File: src/rtl/dmac_regif_pkg.sv
package dmac_regif_pkg;
  localparam int DW    = 8;
  localparam int WW    = 16;
  localparam int NCH   = 4;
  localparam int CHW   = $clog2(NCH);
  localparam int MODEW = DW - CHW;
  localparam int OFSW  = 4;

  // Replace one byte of a 16-bit word; hi selects the upper byte.
  function automatic logic [WW-1:0] put_byte(input logic [WW-1:0] w,
                                             input logic [DW-1:0] b,
                                             input logic hi);
    logic [WW-1:0] r;
    r = w;
    if (hi) r[WW-1:DW] = b;
    else    r[DW-1:0]  = b;
    return r;
  endfunction

  // Pick one byte of a 16-bit word.
  function automatic logic [DW-1:0] get_byte(input logic [WW-1:0] w,
                                             input logic hi);
    return hi ? w[WW-1:DW] : w[DW-1:0];
  endfunction

  // One-hot channel vector from a channel number.
  function automatic logic [NCH-1:0] ch_bit(input logic [CHW-1:0] c);
    return NCH'(1) << c;
  endfunction
endpackage

File: src/rtl/dmac_regif_dec.sv
module dmac_regif_dec
  import dmac_regif_pkg::*;
(
  input  logic            wr_en,
  input  logic            rd_en,
  input  logic [OFSW-1:0] ofs,
  output logic            ch_acc,
  output logic            ch_wr,
  output logic [CHW-1:0]  ch_sel,
  output logic            is_cnt,
  output logic            wr_cmd,
  output logic            wr_req,
  output logic            wr_mask1,
  output logic            wr_mode,
  output logic            wr_clrff,
  output logic            wr_mclr,
  output logic            wr_clrmask,
  output logic            wr_allmask,
  output logic            rd_stat,
  output logic            rd_temp
);
  always_comb begin
    ch_acc     = 1'b0;
    ch_wr      = 1'b0;
    ch_sel     = ofs[CHW:1];
    is_cnt     = ofs[0];
    wr_cmd     = 1'b0;
    wr_req     = 1'b0;
    wr_mask1   = 1'b0;
    wr_mode    = 1'b0;
    wr_clrff   = 1'b0;
    wr_mclr    = 1'b0;
    wr_clrmask = 1'b0;
    wr_allmask = 1'b0;
    rd_stat    = 1'b0;
    rd_temp    = 1'b0;
    if (!ofs[OFSW-1]) begin
      ch_acc = wr_en | rd_en;
      ch_wr  = wr_en;
    end else begin
      unique case (ofs[OFSW-2:0])
        3'd0: begin wr_cmd = wr_en; rd_stat = rd_en; end
        3'd1: wr_req     = wr_en;
        3'd2: wr_mask1   = wr_en;
        3'd3: wr_mode    = wr_en;
        3'd4: wr_clrff   = wr_en;
        3'd5: begin wr_mclr = wr_en; rd_temp = rd_en; end
        3'd6: wr_clrmask = wr_en;
        default: wr_allmask = wr_en;
      endcase
    end
  end
endmodule

File: src/rtl/dmac_regif_chan.sv
module dmac_regif_chan
  import dmac_regif_pkg::*;
#(
  parameter int IDX = 0
) (
  input  logic          clk,
  input  logic          rst_n,
  input  logic          ch_wr,
  input  logic [CHW-1:0] ch_sel,
  input  logic          is_cnt,
  input  logic          ptr_hi,
  input  logic [DW-1:0] wdata,
  input  logic          eng_wr,
  input  logic [WW-1:0] eng_addr,
  input  logic [WW-1:0] eng_cnt,
  output logic [WW-1:0] base_addr,
  output logic [WW-1:0] base_cnt,
  output logic [WW-1:0] cur_addr,
  output logic [WW-1:0] cur_cnt,
  output logic          load_pulse
);
  logic hit;
  assign hit = ch_wr && (ch_sel == CHW'(IDX));

  always_ff @(posedge clk or negedge rst_n) begin
    if (!rst_n) begin
      base_addr  <= '0;
      base_cnt   <= '0;
      cur_addr   <= '0;
      cur_cnt    <= '0;
      load_pulse <= 1'b0;
    end else begin
      load_pulse <= hit && ptr_hi;
      if (hit) begin
        if (is_cnt) begin
          base_cnt <= put_byte(base_cnt, wdata, ptr_hi);
          cur_cnt  <= put_byte(cur_cnt,  wdata, ptr_hi);
        end else begin
          base_addr <= put_byte(base_addr, wdata, ptr_hi);
          cur_addr  <= put_byte(cur_addr,  wdata, ptr_hi);
        end
      end else if (eng_wr) begin
        cur_addr <= eng_addr;
        cur_cnt  <= eng_cnt;
      end
    end
  end

  AST_BASE_LO_CAPTURE: assert property (@(posedge clk) disable iff (!rst_n)
    (hit && !ptr_hi && !is_cnt) |=> (base_addr[DW-1:0] == $past(wdata)));
  AST_BASE_HI_CAPTURE: assert property (@(posedge clk) disable iff (!rst_n)
    (hit && ptr_hi && is_cnt) |=> (base_cnt[WW-1:DW] == $past(wdata)));
  AST_LOAD_AFTER_HI: assert property (@(posedge clk) disable iff (!rst_n)
    (hit && ptr_hi) |=> load_pulse);
  AST_LOAD_ONE_CYCLE: assert property (@(posedge clk) disable iff (!rst_n)
    (load_pulse && !(hit && ptr_hi)) |=> !load_pulse);
  AST_ENG_KEEPS_BASE: assert property (@(posedge clk) disable iff (!rst_n)
    (eng_wr && !hit) |=> ($stable(base_addr) && $stable(base_cnt)));
endmodule

File: src/rtl/dmac_regif_ctrl.sv
module dmac_regif_ctrl
  import dmac_regif_pkg::*;
(
  input  logic             clk,
  input  logic             rst_n,
  input  logic             ch_acc,
  input  logic             wr_cmd,
  input  logic             wr_req,
  input  logic             wr_mask1,
  input  logic             wr_mode,
  input  logic             wr_clrff,
  input  logic             wr_mclr,
  input  logic             wr_clrmask,
  input  logic             wr_allmask,
  input  logic             rd_stat,
  input  logic [DW-1:0]    wdata,
  input  logic [NCH-1:0]   tc_in,
  output logic             ptr_hi,
  output logic [NCH-1:0]   mask,
  output logic [NCH-1:0]   req,
  output logic [NCH-1:0]   tc_flag,
  output logic [DW-1:0]    cmd,
  output logic [NCH*MODEW-1:0] modes
);
  logic [CHW-1:0]   wch;
  logic [NCH-1:0]   wsel;
  logic [MODEW-1:0] mode_q [NCH];

  assign wch  = wdata[CHW-1:0];
  assign wsel = ch_bit(wch);

  // Shared byte pointer
  always_ff @(posedge clk or negedge rst_n) begin
    if (!rst_n)                   ptr_hi <= 1'b0;
    else if (wr_mclr || wr_clrff) ptr_hi <= 1'b0;
    else if (ch_acc)              ptr_hi <= ~ptr_hi;
  end

  // Masks
  always_ff @(posedge clk or negedge rst_n) begin
    if (!rst_n)          mask <= '1;
    else if (wr_mclr)    mask <= '1;
    else if (wr_clrmask) mask <= '0;
    else if (wr_allmask) mask <= wdata[NCH-1:0];
    else if (wr_mask1)   mask <= wdata[CHW] ? (mask | wsel) : (mask & ~wsel);
  end

  // Software requests
  always_ff @(posedge clk or negedge rst_n) begin
    if (!rst_n)        req <= '0;
    else if (wr_mclr)  req <= '0;
    else if (wr_req)   req <= wdata[CHW] ? (req | wsel) : (req & ~wsel);
  end

  // Terminal-count flags: sticky until a status read
  always_ff @(posedge clk or negedge rst_n) begin
    if (!rst_n)       tc_flag <= '0;
    else if (wr_mclr) tc_flag <= '0;
    else              tc_flag <= (rd_stat ? '0 : tc_flag) | tc_in;
  end

  // Command byte
  always_ff @(posedge clk or negedge rst_n) begin
    if (!rst_n)       cmd <= '0;
    else if (wr_mclr) cmd <= '0;
    else if (wr_cmd)  cmd <= wdata;
  end

  // Per-channel modes, untouched by master clear
  for (genvar c = 0; c < NCH; c++) begin : g_mode
    always_ff @(posedge clk or negedge rst_n) begin
      if (!rst_n)                        mode_q[c] <= '0;
      else if (wr_mode && wch == CHW'(c)) mode_q[c] <= wdata[DW-1:CHW];
    end
    assign modes[c*MODEW +: MODEW] = mode_q[c];
  end

  AST_PTR_TOGGLE: assert property (@(posedge clk) disable iff (!rst_n)
    (ch_acc && !wr_clrff && !wr_mclr) |=> (ptr_hi != $past(ptr_hi)));
  AST_PTR_CLEAR: assert property (@(posedge clk) disable iff (!rst_n)
    (wr_clrff || wr_mclr) |=> !ptr_hi);
  AST_MASK_CLEAR_ALL: assert property (@(posedge clk) disable iff (!rst_n)
    (wr_clrmask && !wr_mclr) |=> (mask == '0));
  AST_MASK_ONE_ONLY: assert property (@(posedge clk) disable iff (!rst_n)
    (wr_mask1 && !wr_mclr && !wr_clrmask && !wr_allmask)
      |=> (($past(mask) ^ mask) & ~$past(wsel)) == '0);
  AST_MCLR_STATE: assert property (@(posedge clk) disable iff (!rst_n)
    wr_mclr |=> (mask == '1 && req == '0 && cmd == '0 && tc_flag == '0 && !ptr_hi));
  AST_TC_CLEAR_ON_READ: assert property (@(posedge clk) disable iff (!rst_n)
    (rd_stat && tc_in == '0) |=> (tc_flag == '0));
  AST_TC_STICKY: assert property (@(posedge clk) disable iff (!rst_n)
    (!rd_stat && !wr_mclr) |=> ((tc_flag & $past(tc_flag)) == $past(tc_flag)));
endmodule

File: src/rtl/dmac_regif.sv
module dmac_regif
  import dmac_regif_pkg::*;
(
  input  logic                 clk,
  input  logic                 rst_n,
  input  logic                 wr_en,
  input  logic                 rd_en,
  input  logic [OFSW-1:0]      addr,
  input  logic [DW-1:0]        wdata,
  output logic [DW-1:0]        rdata,
  input  logic [NCH-1:0]       tc_in,
  input  logic [NCH-1:0]       dreq_in,
  input  logic [DW-1:0]        temp_in,
  input  logic [NCH-1:0]       eng_wr,
  input  logic [WW-1:0]        eng_addr,
  input  logic [WW-1:0]        eng_cnt,
  output logic [NCH*WW-1:0]    base_addr_o,
  output logic [NCH*WW-1:0]    base_cnt_o,
  output logic [NCH-1:0]       ch_load,
  output logic [NCH-1:0]       ch_mask,
  output logic [NCH*MODEW-1:0] ch_mode,
  output logic [DW-1:0]        cmd_o,
  output logic [NCH-1:0]       sw_req
);
  // Decoded events, brought out as named wires
  logic           ch_acc, ch_wr, is_cnt;
  logic [CHW-1:0] ch_sel;
  logic           wr_cmd, wr_req, wr_mask1, wr_mode, wr_clrff, wr_mclr;
  logic           wr_clrmask, wr_allmask, rd_stat, rd_temp;
  logic           ptr_hi;
  logic [NCH-1:0] tc_flag;
  logic [WW-1:0]  cur_a [NCH];
  logic [WW-1:0]  cur_c [NCH];
  logic           wo_read;

  dmac_regif_dec u_dec (
    .wr_en, .rd_en, .ofs(addr),
    .ch_acc, .ch_wr, .ch_sel, .is_cnt,
    .wr_cmd, .wr_req, .wr_mask1, .wr_mode, .wr_clrff, .wr_mclr,
    .wr_clrmask, .wr_allmask, .rd_stat, .rd_temp
  );

  dmac_regif_ctrl u_ctrl (
    .clk, .rst_n, .ch_acc,
    .wr_cmd, .wr_req, .wr_mask1, .wr_mode, .wr_clrff, .wr_mclr,
    .wr_clrmask, .wr_allmask, .rd_stat, .wdata, .tc_in,
    .ptr_hi, .mask(ch_mask), .req(sw_req), .tc_flag, .cmd(cmd_o),
    .modes(ch_mode)
  );

  for (genvar c = 0; c < NCH; c++) begin : g_ch
    dmac_regif_chan #(.IDX(c)) u_chan (
      .clk, .rst_n, .ch_wr, .ch_sel, .is_cnt, .ptr_hi, .wdata,
      .eng_wr(eng_wr[c]), .eng_addr, .eng_cnt,
      .base_addr(base_addr_o[c*WW +: WW]),
      .base_cnt(base_cnt_o[c*WW +: WW]),
      .cur_addr(cur_a[c]), .cur_cnt(cur_c[c]),
      .load_pulse(ch_load[c])
    );
  end

  // Read mux
  always_comb begin
    rdata = '0;
    if (rd_en && ch_acc)
      rdata = get_byte(is_cnt ? cur_c[ch_sel] : cur_a[ch_sel], ptr_hi);
    else if (rd_stat)
      rdata = {sw_req | dreq_in, tc_flag};
    else if (rd_temp)
      rdata = temp_in;
  end

  assign wo_read = rd_en && addr[OFSW-1] && !rd_stat && !rd_temp;

  AST_WO_READ_ZERO: assert property (@(posedge clk) disable iff (!rst_n)
    wo_read |-> (rdata == '0));
  AST_LOAD_ONEHOT: assert property (@(posedge clk) disable iff (!rst_n)
    $onehot0(ch_load));
  AST_STAT_REQ_VIEW: assert property (@(posedge clk) disable iff (!rst_n)
    rd_stat |-> (rdata[DW-1:NCH] == (sw_req | dreq_in)));
endmodule

File: config.mk
export PLATFORM = sky130hd
export DESIGN_NAME = dmac_regif
export DESIGN_NICKNAME = d
export VERILOG_FILES = /design/src/rtl/dmac_regif_pkg.sv /design/src/rtl/dmac_regif_dec.sv /design/src/rtl/dmac_regif_chan.sv /design/src/rtl/dmac_regif_ctrl.sv /design/src/rtl/dmac_regif.sv
export SDC_FILE = /design/constraint.sdc
export NUM_CORES = 1
export LEC_CHECK = 0
export ABC_AREA = 0
export BUFFER_PORTS_ARGS = -buffer_cell sky130_fd_sc_hd__buf_2
export CELL_PAD_IN_SITES_DETAIL_PLACEMENT = 1
export CELL_PAD_IN_SITES_GLOBAL_PLACEMENT = 1
export CORE_UTILIZATION = 50
export DETAILED_ROUTE_END_ITERATION = 16
export PLACE_DENSITY = 0.83
export SETUP_SLACK_MARGIN = 0.2
export SLEW_MARGIN = 5
export SYNTH_ARGS = -nofsm -noshare
export SYNTH_HDL_FRONTEND = slang
export SYNTH_HIERARCHICAL = 1
export SYNTH_SLANG_ARGS = --single-unit
File: constraint.sdc
create_clock -name clk -period 2.9 [get_ports clk]
set_input_delay 0.145 -clock clk [delete_from_list [all_inputs] [get_ports clk]]
set_output_delay 0.145 -clock clk [all_outputs]
set_load 0.05 [all_outputs]
==> impl_results.html, run 1 <==
<table>
<tr><th>Metric</th><th>Value</th></tr>
<tr><th colspan="2">Critical path</th></tr>
<tr><td>Worst path max stage delay</td><td>680 ps</td></tr>
<tr><td>Endpoint class of the critical path</td><td>output port</td></tr>
<tr><td>Reg2reg end</td><td>g_ch[0].u_chan/cur_cnt[5]</td></tr>
<tr><td>WS Path Type</td><td>primary input to output port</td></tr>
<tr><td>Cell chain of the critical path</td><td>buf_2, nand2b_1, nor2_1, nor2b_1, a22oi_1, o211ai_1, buf_2</td></tr>
<tr><td>Flop2flop setup slack</td><td>470 ps</td></tr>
<tr><td>Worst EP required</td><td>2760 ps</td></tr>
<tr><td>Critical Path Source Type</td><td>primary input</td></tr>
<tr><td>Most repeated library cell on the critical path</td><td>sky130_fd_sc_hd__buf_2</td></tr>
<tr><td>Arrival time worst endpoint</td><td>2360 ps</td></tr>
<tr><td>Crit path max-delay cell type</td><td>sky130_fd_sc_hd__buf_2</td></tr>
<tr><td>Crit Reg-Reg Startpoint</td><td>u_ctrl/ptr_hi</td></tr>
<tr><td>Highest fanout seen on the critical path</td><td>35</td></tr>
<tr><td>Worst reg-to-reg path cell count</td><td>4</td></tr>
<tr><th colspan="2">Logic synthesis</th></tr>
<tr><td>Dominant cell type by area after synthesis</td><td>sky130_fd_sc_hd__dfrtp_1</td></tr>
<tr><td>Fraction of post-synthesis cell area in the top cell type by area</td><td>0.523</td></tr>
<tr><td>Number of instances in the synthesized netlist</td><td>1,044</td></tr>
<tr><td>Mapped Nets</td><td>1,112</td></tr>
<tr><td>Most frequently used flop master after synthesis</td><td>sky130_fd_sc_hd__dfrtp_1</td></tr>
<tr><td>Main area contributors after synthesis</td><td>sky130_fd_sc_hd__dfrtp_1, sky130_fd_sc_hd__o221a_2, sky130_fd_sc_hd__mux2_2</td></tr>
<tr><td>Proportion of register bits with asynchronous set or reset after synthesis</td><td>1.00</td></tr>
<tr><td>Count of flip-flops with a built-in enable after synthesis</td><td>0</td></tr>
<tr><td>Mean cell area of the mapped netlist</td><td>13.8 µm²</td></tr>
<tr><td>Flops &amp; latches, synth</td><td>305</td></tr>
<tr><td>Sequential cell area fraction in the yosys report</td><td>0.530</td></tr>
<tr><td>Cell area after synthesis</td><td>14,400 µm²</td></tr>
<tr><td>Warnings from Yosys</td><td>6</td></tr>
<tr><td>Distinct cells, synth</td><td>56</td></tr>
<tr><th colspan="2">Final layout</th></tr>
<tr><td>Final core area utilization</td><td>0.621</td></tr>
<tr><td>Most common cell after layout, fill and taps aside</td><td>sky130_fd_sc_hd__dfrtp_1</td></tr>
<tr><td>Net total in the final layout</td><td>1,402</td></tr>
<tr><td>Commonest cells after routing, fill and taps aside</td><td>sky130_fd_sc_hd__dfrtp_1, sky130_fd_sc_hd__buf_2, sky130_fd_sc_hd__o221a_2</td></tr>
<tr><td>Relative area change from synthesis to final layout</td><td>21.1%</td></tr>
<tr><td>Non-Filler Instances</td><td>1,738</td></tr>
<tr><td>Fraction of final layout cells sized beyond drive strength 1</td><td>0.489</td></tr>
<tr><td>FILL cells</td><td>2,857</td></tr>
<tr><th colspan="2">Routing</th></tr>
<tr><td>Post-DR wirelength/cell</td><td>29.5 µm</td></tr>
<tr><td>DRC violations left</td><td>0</td></tr>
<tr><td>Highest routing layer actually used</td><td>met4</td></tr>
<tr><td>Length of routed met3 wiring</td><td>4.08 mm</td></tr>
<tr><td>Met2 Wirelength</td><td>24.8 mm</td></tr>
<tr><td>Vias per inst</td><td>6.52</td></tr>
<tr><td>Total wire length after detailed routing</td><td>51.3 mm</td></tr>
<tr><td>First-iteration detailed-routing DRC count</td><td>920</td></tr>
<tr><td>Vias after detailed routing</td><td>11.3k</td></tr>
<tr><td>Wire length on met1</td><td>20.1 mm</td></tr>
<tr><td>Number of detailed-routing iterations run before antenna repair</td><td>5</td></tr>
<tr><td>Residual antenna-violating net count after detailed routing</td><td>0</td></tr>
<tr><th colspan="2">Worst hold path</th></tr>
<tr><td>Capture endpoint of the worst hold path</td><td>g_ch[3].u_chan/cur_cnt[4]</td></tr>
<tr><td>Worst min-delay path class</td><td>primary input to flip-flop</td></tr>
<tr><td>Hold Crit Depth</td><td>2</td></tr>
<tr><td>Startpoint of the tightest hold check path</td><td>eng_cnt[4]</td></tr>
<tr><th colspan="2">Placement</th></tr>
<tr><td>Final RePlAce weighted congestion</td><td>0.936</td></tr>
<tr><td>Setup WS pre-CTS</td><td>179 ps</td></tr>
<tr><td>Total instance count after detailed placement</td><td>1,645</td></tr>
<tr><td>HPWL Detailed</td><td>32.0 mm</td></tr>
<tr><td>Count of buffers inserted at the top-level ports</td><td>247</td></tr>
<tr><th colspan="2">Timing</th></tr>
<tr><td>Actual transition at the worst max-transition pin</td><td>1150 ps</td></tr>
<tr><td>Setup skew after layout</td><td>12.0 ps</td></tr>
<tr><td>Upper clock frequency limit</td><td>0.400 GHz</td></tr>
<tr><td>Final worst-path setup slack</td><td>399 ps</td></tr>
<tr><td>Slew Limit Headroom</td><td>0.211</td></tr>
<tr><td>Number of failing hold endpoints at the final stage</td><td>0</td></tr>
<tr><td>Post-route clock period utilization</td><td>0.862</td></tr>
<tr><td>Final TNS setup</td><td>0 ps</td></tr>
<tr><td>Tmin final</td><td>2500 ps</td></tr>
<tr><td>Number of setup violations in the final report</td><td>0</td></tr>
<tr><td>Unrepaired setup endpoints after global routing</td><td>false</td></tr>
<tr><td>Fin. max-slew vios</td><td>0</td></tr>
<tr><th colspan="2">Pwr</th></tr>
<tr><td>Maximum ir drop on the vdd rail</td><td>0.00103 V</td></tr>
<tr><td>Power per cell area</td><td>983 nW/µm²</td></tr>
<tr><td>Leakage dissipation</td><td>7.91 nW</td></tr>
<tr><td>Total power</td><td>17.2 mW</td></tr>
<tr><th colspan="2">Die</th></tr>
<tr><td>Floorplan Core Area</td><td>28,100 µm²</td></tr>
<tr><td>Ports placed on the boundary</td><td>248</td></tr>
<tr><td>Number of rows in the core area</td><td>61</td></tr>
<tr><td>Area enclosed by the die boundary</td><td>29,500 µm²</td></tr>
<tr><td>Initial standard-cell utilization of the core</td><td>0.513</td></tr>
<tr><td>Die height</td><td>172 µm</td></tr>
<tr><td>DIE WIDTH</td><td>172 µm</td></tr>
<tr><th colspan="2">Global route</th></tr>
<tr><td>All-Layer GR Usage</td><td>0.354</td></tr>
<tr><td>Largest net degree at the start of global routing</td><td>95</td></tr>
<tr><td>Via count of the first global-routing pass</td><td>12.5k</td></tr>
<tr><td>Total overflow reported by the global router</td><td>0</td></tr>
<tr><td>Wire length of the first global-routing pass</td><td>77.6 mm</td></tr>
<tr><td>Number of antenna violations at the first check in global routing</td><td>2</td></tr>
<tr><th colspan="2">Clock network</th></tr>
<tr><td>CTS tree</td><td>yes</td></tr>
<tr><td>Sink Count</td><td>305</td></tr>
<tr><td>Count of hold buffers inserted by post-cts repair</td><td>31</td></tr>
<tr><td>Cell at the root of the clock tree</td><td>sky130_fd_sc_hd__clkbuf_16</td></tr>
<tr><td>Deepest clock path buffer count</td><td>3</td></tr>
<tr><td># Post-CTS Setup Buffers</td><td>0</td></tr>
<tr><td>Clk slew on worst S/H paths</td><td>60 ps</td></tr>
<tr><td>Skew-Pair Late Insertion Delay</td><td>530 ps</td></tr>
<tr><td>Maximum level of the CTS H-tree</td><td>2</td></tr>
<tr><td>Resized Gates After CTS</td><td>0</td></tr>
<tr><td>Number of buffers created by CTS</td><td>34</td></tr>
<tr><th colspan="2">Status</th></tr>
<tr><td>Outcome</td><td>complete, no violations</td></tr>
<tr><th colspan="2">Job</th></tr>
<tr><td>Max_cap viols</td><td>0</td></tr>
</table>
## report_power, final
group,leakage [nW],switching (mW),internal [mW]
sequential,3.68,0.677,5.35
combinational,3.71,4.91,1.99
clock,0.527,1.82,2.40
## state kept, by name, summed over array words and instances, names as in the netlist
signal,count
g_ch.u_chan/load_pulse,4
g_ch.u_chan/base_addr,64
u_ctrl/ptr_hi,1
u_ctrl/tc_flag,4
u_ctrl/cmd,8
g_ch.u_chan/base_cnt,64
g_ch.u_chan/cur_addr,64
u_ctrl/modes,24
u_ctrl/mask,4
u_ctrl/req,4
g_ch.u_chan/cur_cnt,64
## metrics by stage
stage / area [µm²] / hold slack [ps]
global placement: 16100 / 215
global route: 17400 / 12.0
detailed placement: 16100 / 223
floorplan: 14400 / -151
finish: 17400 / 17.3
CTS: 17400 / 0.480
## synthesized netlist by cell type (8+ instances only)
cell                         n
sky130_fd_sc_hd__o211ai_1   12
sky130_fd_sc_hd__or2_1      14
sky130_fd_sc_hd__mux2i_2     8
sky130_fd_sc_hd__mux2_2    105
sky130_fd_sc_hd__nor2_1     32
sky130_fd_sc_hd__mux4_1     11
sky130_fd_sc_hd__nand2b_1   11
sky130_fd_sc_hd__clkbuf_1   21
sky130_fd_sc_hd__o221a_2   128
sky130_fd_sc_hd__a21oi_1    13
sky130_fd_sc_hd__buf_2      20
sky130_fd_sc_hd__dfrtp_1   301
sky130_fd_sc_hd__inv_1       8
sky130_fd_sc_hd__mux4_2     14
sky130_fd_sc_hd__or3_1     126
sky130_fd_sc_hd__nand2_1    26
sky130_fd_sc_hd__buf_6      11
sky130_fd_sc_hd__mux2_4     48
sky130_fd_sc_hd__mux2i_1    34
## worst max-delay path by stage
stage	from	to	slack, ps	depth (start not counted)
after floorplan	u_ctrl/ptr_hi	rdata[4]	890	6
after global placement	addr[0]	g_ch[0].u_chan/cur_cnt[5]	240	5
after detailed placement	addr[0]	g_ch[0].u_chan/cur_cnt[3]	180	5
after CTS	addr[0]	rdata[0]	380	7
after global routing	addr[0]	rdata[0]	230	7
final	addr[0]	rdata[0]	400	7
## layer usage
| metal | vias up | track usage |
|---|---|---|
| met4 | 0 | 0.169 |
| met3 | 154 | 0.0757 |
| met5 | - | 0 |
| li1 | 4639 | - |
| met2 | 590 | 0.574 |
| met1 | 5950 | 0.452 |
## final cells by class
class	count	area [µm²]	area share
diodes	1	2.50	0.000143
clock buffers	48	953	0.0547
inverters	8	30.0	0.00172
clock inverters	13	111	0.00638
repair buffers	321	1920	0.110
well taps	378	473	0.0271
multi-input cells	664	6320	0.362
flip-flops and latches	305	7640	0.438
## worst max-delay path, delay by kind of cell
family,cells,cell delay [ps]
and+or+nand+nor,3,900
AOI/OAI and AO/OA,2,330
buffers and inverters,2,970
## cells by family (layout without fill, tap and decap cells)
kind of cell,after synthesis,in the layout,synth area share
flip-flops,305,305,0.530
AND/OR/NAND/NOR,257,257,0.105
multiplexers,220,220,0.205
AO/OA/AOI/OAI,186,186,0.127
buffers and inverters,75,390,0.0313
XOR/XNOR,1,1,0.000608
other,0,1,0
Note: power is estimated with default switching activity, not from simulation.
==> inputs of run 2 (changes only) <==
==> constraint.sdc (replaced) <==
create_clock -name clk -period 2.9 [get_ports clk]
set_input_delay 0.29 -clock clk [delete_from_list [all_inputs] [get_ports clk]]
set_output_delay 0.29 -clock clk [all_outputs]
set_load 0.05 [all_outputs]
==> run 2 against run 1 <==
  * Cell count down 2.1%
  * Core utilization down 0.85 points
  * Count of clock-buffer cells in the layout up 3
  * Largest power group unchanged
==> impl_results.html, run 2 (same netlist as run 1, synthesis figures left out) <==
<table>
<tr><th>Metric</th><th>Value</th></tr>
<tr><th colspan="2">Status</th></tr>
<tr><td>Outcome</td><td>complete, no violations</td></tr>
<tr><th colspan="2">Final layout</th></tr>
<tr><td>Number of inserted diodes</td><td>0 (-1)</td></tr>
<tr><td>Fraction of final layout cells sized beyond drive strength 1</td><td>0.497 (+0.00838)</td></tr>
<tr><td>Final core area utilization</td><td>0.613 (-0.00846)</td></tr>
<tr><td>FILL cells</td><td>2,875 (+0.63%)</td></tr>
<tr><td>Relative area change from synthesis to final layout</td><td>19.4%</td></tr>
<tr><td>Net total in the final layout</td><td>1,368 (-2.4%)</td></tr>
<tr><td>Commonest cells after routing, fill and taps aside</td><td>sky130_fd_sc_hd__dfrtp_1, sky130_fd_sc_hd__buf_2, sky130_fd_sc_hd__o221a_2</td></tr>
<tr><td>Most common cell after layout, fill and taps aside</td><td>sky130_fd_sc_hd__dfrtp_1</td></tr>
<tr><th colspan="2">Critical path</th></tr>
<tr><td>WS Path Type</td><td>flip-flop to output port</td></tr>
<tr><td>Worst EP required</td><td>2610 ps (-150 ps)</td></tr>
<tr><td>Critical Path Source Type</td><td>flip-flop</td></tr>
<tr><td>Endpoint class of the critical path</td><td>output port</td></tr>
<tr><td>Arrival time worst endpoint</td><td>2390 ps (+30 ps)</td></tr>
<tr><td>Worst reg-to-reg path cell count</td><td>5 (+1)</td></tr>
<tr><td>Crit Reg-Reg Startpoint</td><td>u_ctrl/ptr_hi</td></tr>
<tr><td>Critical path startpoint</td><td>u_ctrl/ptr_hi</td></tr>
<tr><td>Highest fanout seen on the critical path</td><td>22 (-37%)</td></tr>
<tr><th colspan="2">Die</th></tr>
<tr><td>Floorplan Core Area</td><td>28,100 µm² (unchanged)</td></tr>
<tr><td>Ports placed on the boundary</td><td>248 (unchanged)</td></tr>
<tr><td>DIE WIDTH</td><td>172 µm (unchanged)</td></tr>
<tr><td>Initial standard-cell utilization of the core</td><td>0.513 (unchanged)</td></tr>
<tr><td>Number of rows in the core area</td><td>61 (unchanged)</td></tr>
<tr><td>Die height</td><td>172 µm (unchanged)</td></tr>
<tr><td>Area enclosed by the die boundary</td><td>29,500 µm² (unchanged)</td></tr>
<tr><th colspan="2">Timing</th></tr>
<tr><td>Post-route clock period utilization</td><td>0.923 (+0.0609)</td></tr>
<tr><td>Slew Limit Headroom</td><td>0.237 (+0.0259)</td></tr>
<tr><td>Final TNS setup</td><td>0 ps (unchanged)</td></tr>
<tr><td>Actual transition at the worst max-transition pin</td><td>1140 ps (-5.98 ps)</td></tr>
<tr><td>Unrepaired setup endpoints after global routing</td><td>false</td></tr>
<tr><td>Fin. max-slew vios</td><td>0 (unchanged)</td></tr>
<tr><td>Setup skew after layout</td><td>11.1 ps (-0.955 ps)</td></tr>
<tr><td>Number of setup violations in the final report</td><td>0 (unchanged)</td></tr>
<tr><td>Upper clock frequency limit</td><td>0.374 GHz (-6.6%)</td></tr>
<tr><td>Final-layout worst hold slack</td><td>32.4 ps (+15.0 ps)</td></tr>
<tr><td>Final worst-path setup slack</td><td>223 ps (-177 ps)</td></tr>
<tr><td>Number of failing hold endpoints at the final stage</td><td>0 (unchanged)</td></tr>
<tr><td>Tmin final</td><td>2680 ps (+177 ps)</td></tr>
<tr><th colspan="2">Routing</th></tr>
<tr><td>Total wire length after detailed routing</td><td>48.9 mm (-4.6%)</td></tr>
<tr><td>Vias after detailed routing</td><td>11.1k (-2.1%)</td></tr>
<tr><td>First-iteration detailed-routing DRC count</td><td>953 (+3.6%)</td></tr>
<tr><td>DRC violations left</td><td>0 (unchanged)</td></tr>
<tr><td>Residual antenna-violating net count after detailed routing</td><td>0 (unchanged)</td></tr>
<tr><td>Post-DR wirelength/cell</td><td>28.7 µm (-2.6%)</td></tr>
<tr><td>Vias per inst</td><td>6.52 (about the same)</td></tr>
<tr><td>Number of detailed-routing iterations run before antenna repair</td><td>5 (unchanged)</td></tr>
<tr><th colspan="2">Global route</th></tr>
<tr><td>Largest net degree at the start of global routing</td><td>73 (-23%)</td></tr>
<tr><td>Total overflow reported by the global router</td><td>0 (unchanged)</td></tr>
<tr><td>Via count of the first global-routing pass</td><td>11.9k (-4.6%)</td></tr>
<tr><td>Wire length of the first global-routing pass</td><td>73.9 mm (-4.8%)</td></tr>
<tr><td>Number of antenna violations at the first check in global routing</td><td>2 (unchanged)</td></tr>
<tr><td>All-Layer GR Usage</td><td>0.336 (-0.0175)</td></tr>
<tr><th colspan="2">Clock network</th></tr>
<tr><td>Skew-Pair Late Insertion Delay</td><td>530 ps (about the same)</td></tr>
<tr><td>Sink Count</td><td>305 (unchanged)</td></tr>
<tr><td>Number of buffers created by CTS</td><td>34 (unchanged)</td></tr>
<tr><td>Maximum level of the CTS H-tree</td><td>2 (unchanged)</td></tr>
<tr><td>Cell at the root of the clock tree</td><td>sky130_fd_sc_hd__clkbuf_16</td></tr>
<tr><td>Clk slew on worst S/H paths</td><td>60 ps (about the same)</td></tr>
<tr><td>Deepest clock path buffer count</td><td>3 (unchanged)</td></tr>
<tr><td>CTS tree</td><td>yes</td></tr>
<tr><th colspan="2">Placement</th></tr>
<tr><td>Setup WS pre-CTS</td><td>386 ps (+208 ps)</td></tr>
<tr><td>Count of buffers inserted at the top-level ports</td><td>247 (unchanged)</td></tr>
<tr><td>HPWL Detailed</td><td>31.5 mm (-1.5%)</td></tr>
<tr><td>Final RePlAce weighted congestion</td><td>0.891 (-4.7%)</td></tr>
<tr><th colspan="2">Worst hold path</th></tr>
<tr><td>Startpoint of the tightest hold check path</td><td>tc_in[3]</td></tr>
<tr><td>Hold Crit Depth</td><td>3 (+1)</td></tr>
<tr><td>Worst min-delay path class</td><td>primary input to flip-flop</td></tr>
<tr><th colspan="2">Pwr</th></tr>
<tr><td>Leakage dissipation</td><td>7.81 nW (-1.3%)</td></tr>
<tr><td>Power share of the combinational group</td><td>0.400 (-0.002)</td></tr>
<tr><td>Internal portion of total power</td><td>9.85 mW (+1.2%)</td></tr>
<tr><td>Power per cell area</td><td>1000 nW/µm² (+1.7%)</td></tr>
<tr><td>Relative contribution of sequential cells to total power</td><td>0.349 (-0.002)</td></tr>
<tr><td>Sw Ratio</td><td>0.427 (-0.00489)</td></tr>
<tr><td>Clock network power share</td><td>0.251 (+0.005)</td></tr>
<tr><td>Maximum ir drop on the vdd rail</td><td>0.000786 V (-24%)</td></tr>
<tr><td>P_sw</td><td>7.35 mW (-0.84%)</td></tr>
<tr><th colspan="2">Job</th></tr>
<tr><td>Max_cap viols</td><td>0 (unchanged)</td></tr>
</table>
[run 2: cell types whose count changed in the layout (fill, tap and decap cells not counted), sizes merged]
cell / change
inv: -2
clkbuf: +4
diode: -1
clkinvlp: -1
buf: -8
dlygate4sd3: -27
clkinv: -1
[run 2: worst paths after layout]
path / slack, ps / end
worst max-delay path: 220 / rdata[6]
worst min-delay path: 30 / u_ctrl/tc_flag[3]
worst max register to register: 500 / g_ch[0].u_chan/cur_addr[2]
worst min register to register: 500 / g_ch[2].u_chan/base_cnt[5]
max in group asynchronous: 1670 / g_ch[2].u_chan/base_cnt[4]
min in group asynchronous: 340 / g_ch[0].u_chan/cur_addr[10]
[run 2: critical path, cell delays in order, from the launching register on]
cell	delay (ps)
sky130_fd_sc_hd__dfrtp_2	430
sky130_fd_sc_hd__buf_12	170
sky130_fd_sc_hd__mux4_1	250
sky130_fd_sc_hd__mux2i_1	90
sky130_fd_sc_hd__a21oi_1	490
sky130_fd_sc_hd__o21a_1	170
sky130_fd_sc_hd__buf_2	250
[run 2: metrics by stage]
step | area [µm²] | cells | power, mW
after CTS | 17200 | 1700 | 17.2
after global placement | 16000 | 1636 | 12.6
after global routing | 17200 | 1702 | 17.7
after detailed placement | 16000 | 1636 | 12.8
after floorplan | 14400 | 1044 | 10.8
final | 17200 | 1702 | 17.2
[run 2: layout make-up]
class	instances	area (µm²)	share of cell area
repair buffers	287	1640	0.0951
well taps	378	473	0.0275
inverters	8	30.0	0.00175
clock buffers	51	1020	0.0590
multi-input cells	664	6320	0.367
clock inverters	9	92.6	0.00538
flip-flops and latches	305	7640	0.444
[run 2: layer usage]
layer  GRT usage  up-vias  part of all wire
li1            -     4575                 -
met1       0.426     5779              0.39
met5           0        -           0.00027
met2       0.551      589              0.48
met4       0.140        2             0.042
met3      0.0826      152             0.088
[run 2: power groups by stage]
| stage | clock [mW] | combinational (mW) | sequential, mW |
|---|---|---|---|
| floorplan | 0 | 1.84 | 8.97 |
| global placement | 0 | 6.61 | 5.95 |
| detailed placement | 0 | 6.77 | 6.02 |
| CTS | 4.37 | 6.82 | 5.99 |
| global route | 4.51 | 7.12 | 6.11 |
| finish | 4.31 | 6.89 | 6.00 |
[run 2: timing repair]
action	4_1_cts	5_1_grt
hold buffers	4	0
endpoints found under the setup margin	0	1
resized for setup	0	1
hold endpoints to repair	70	0
setup buffers	0	1
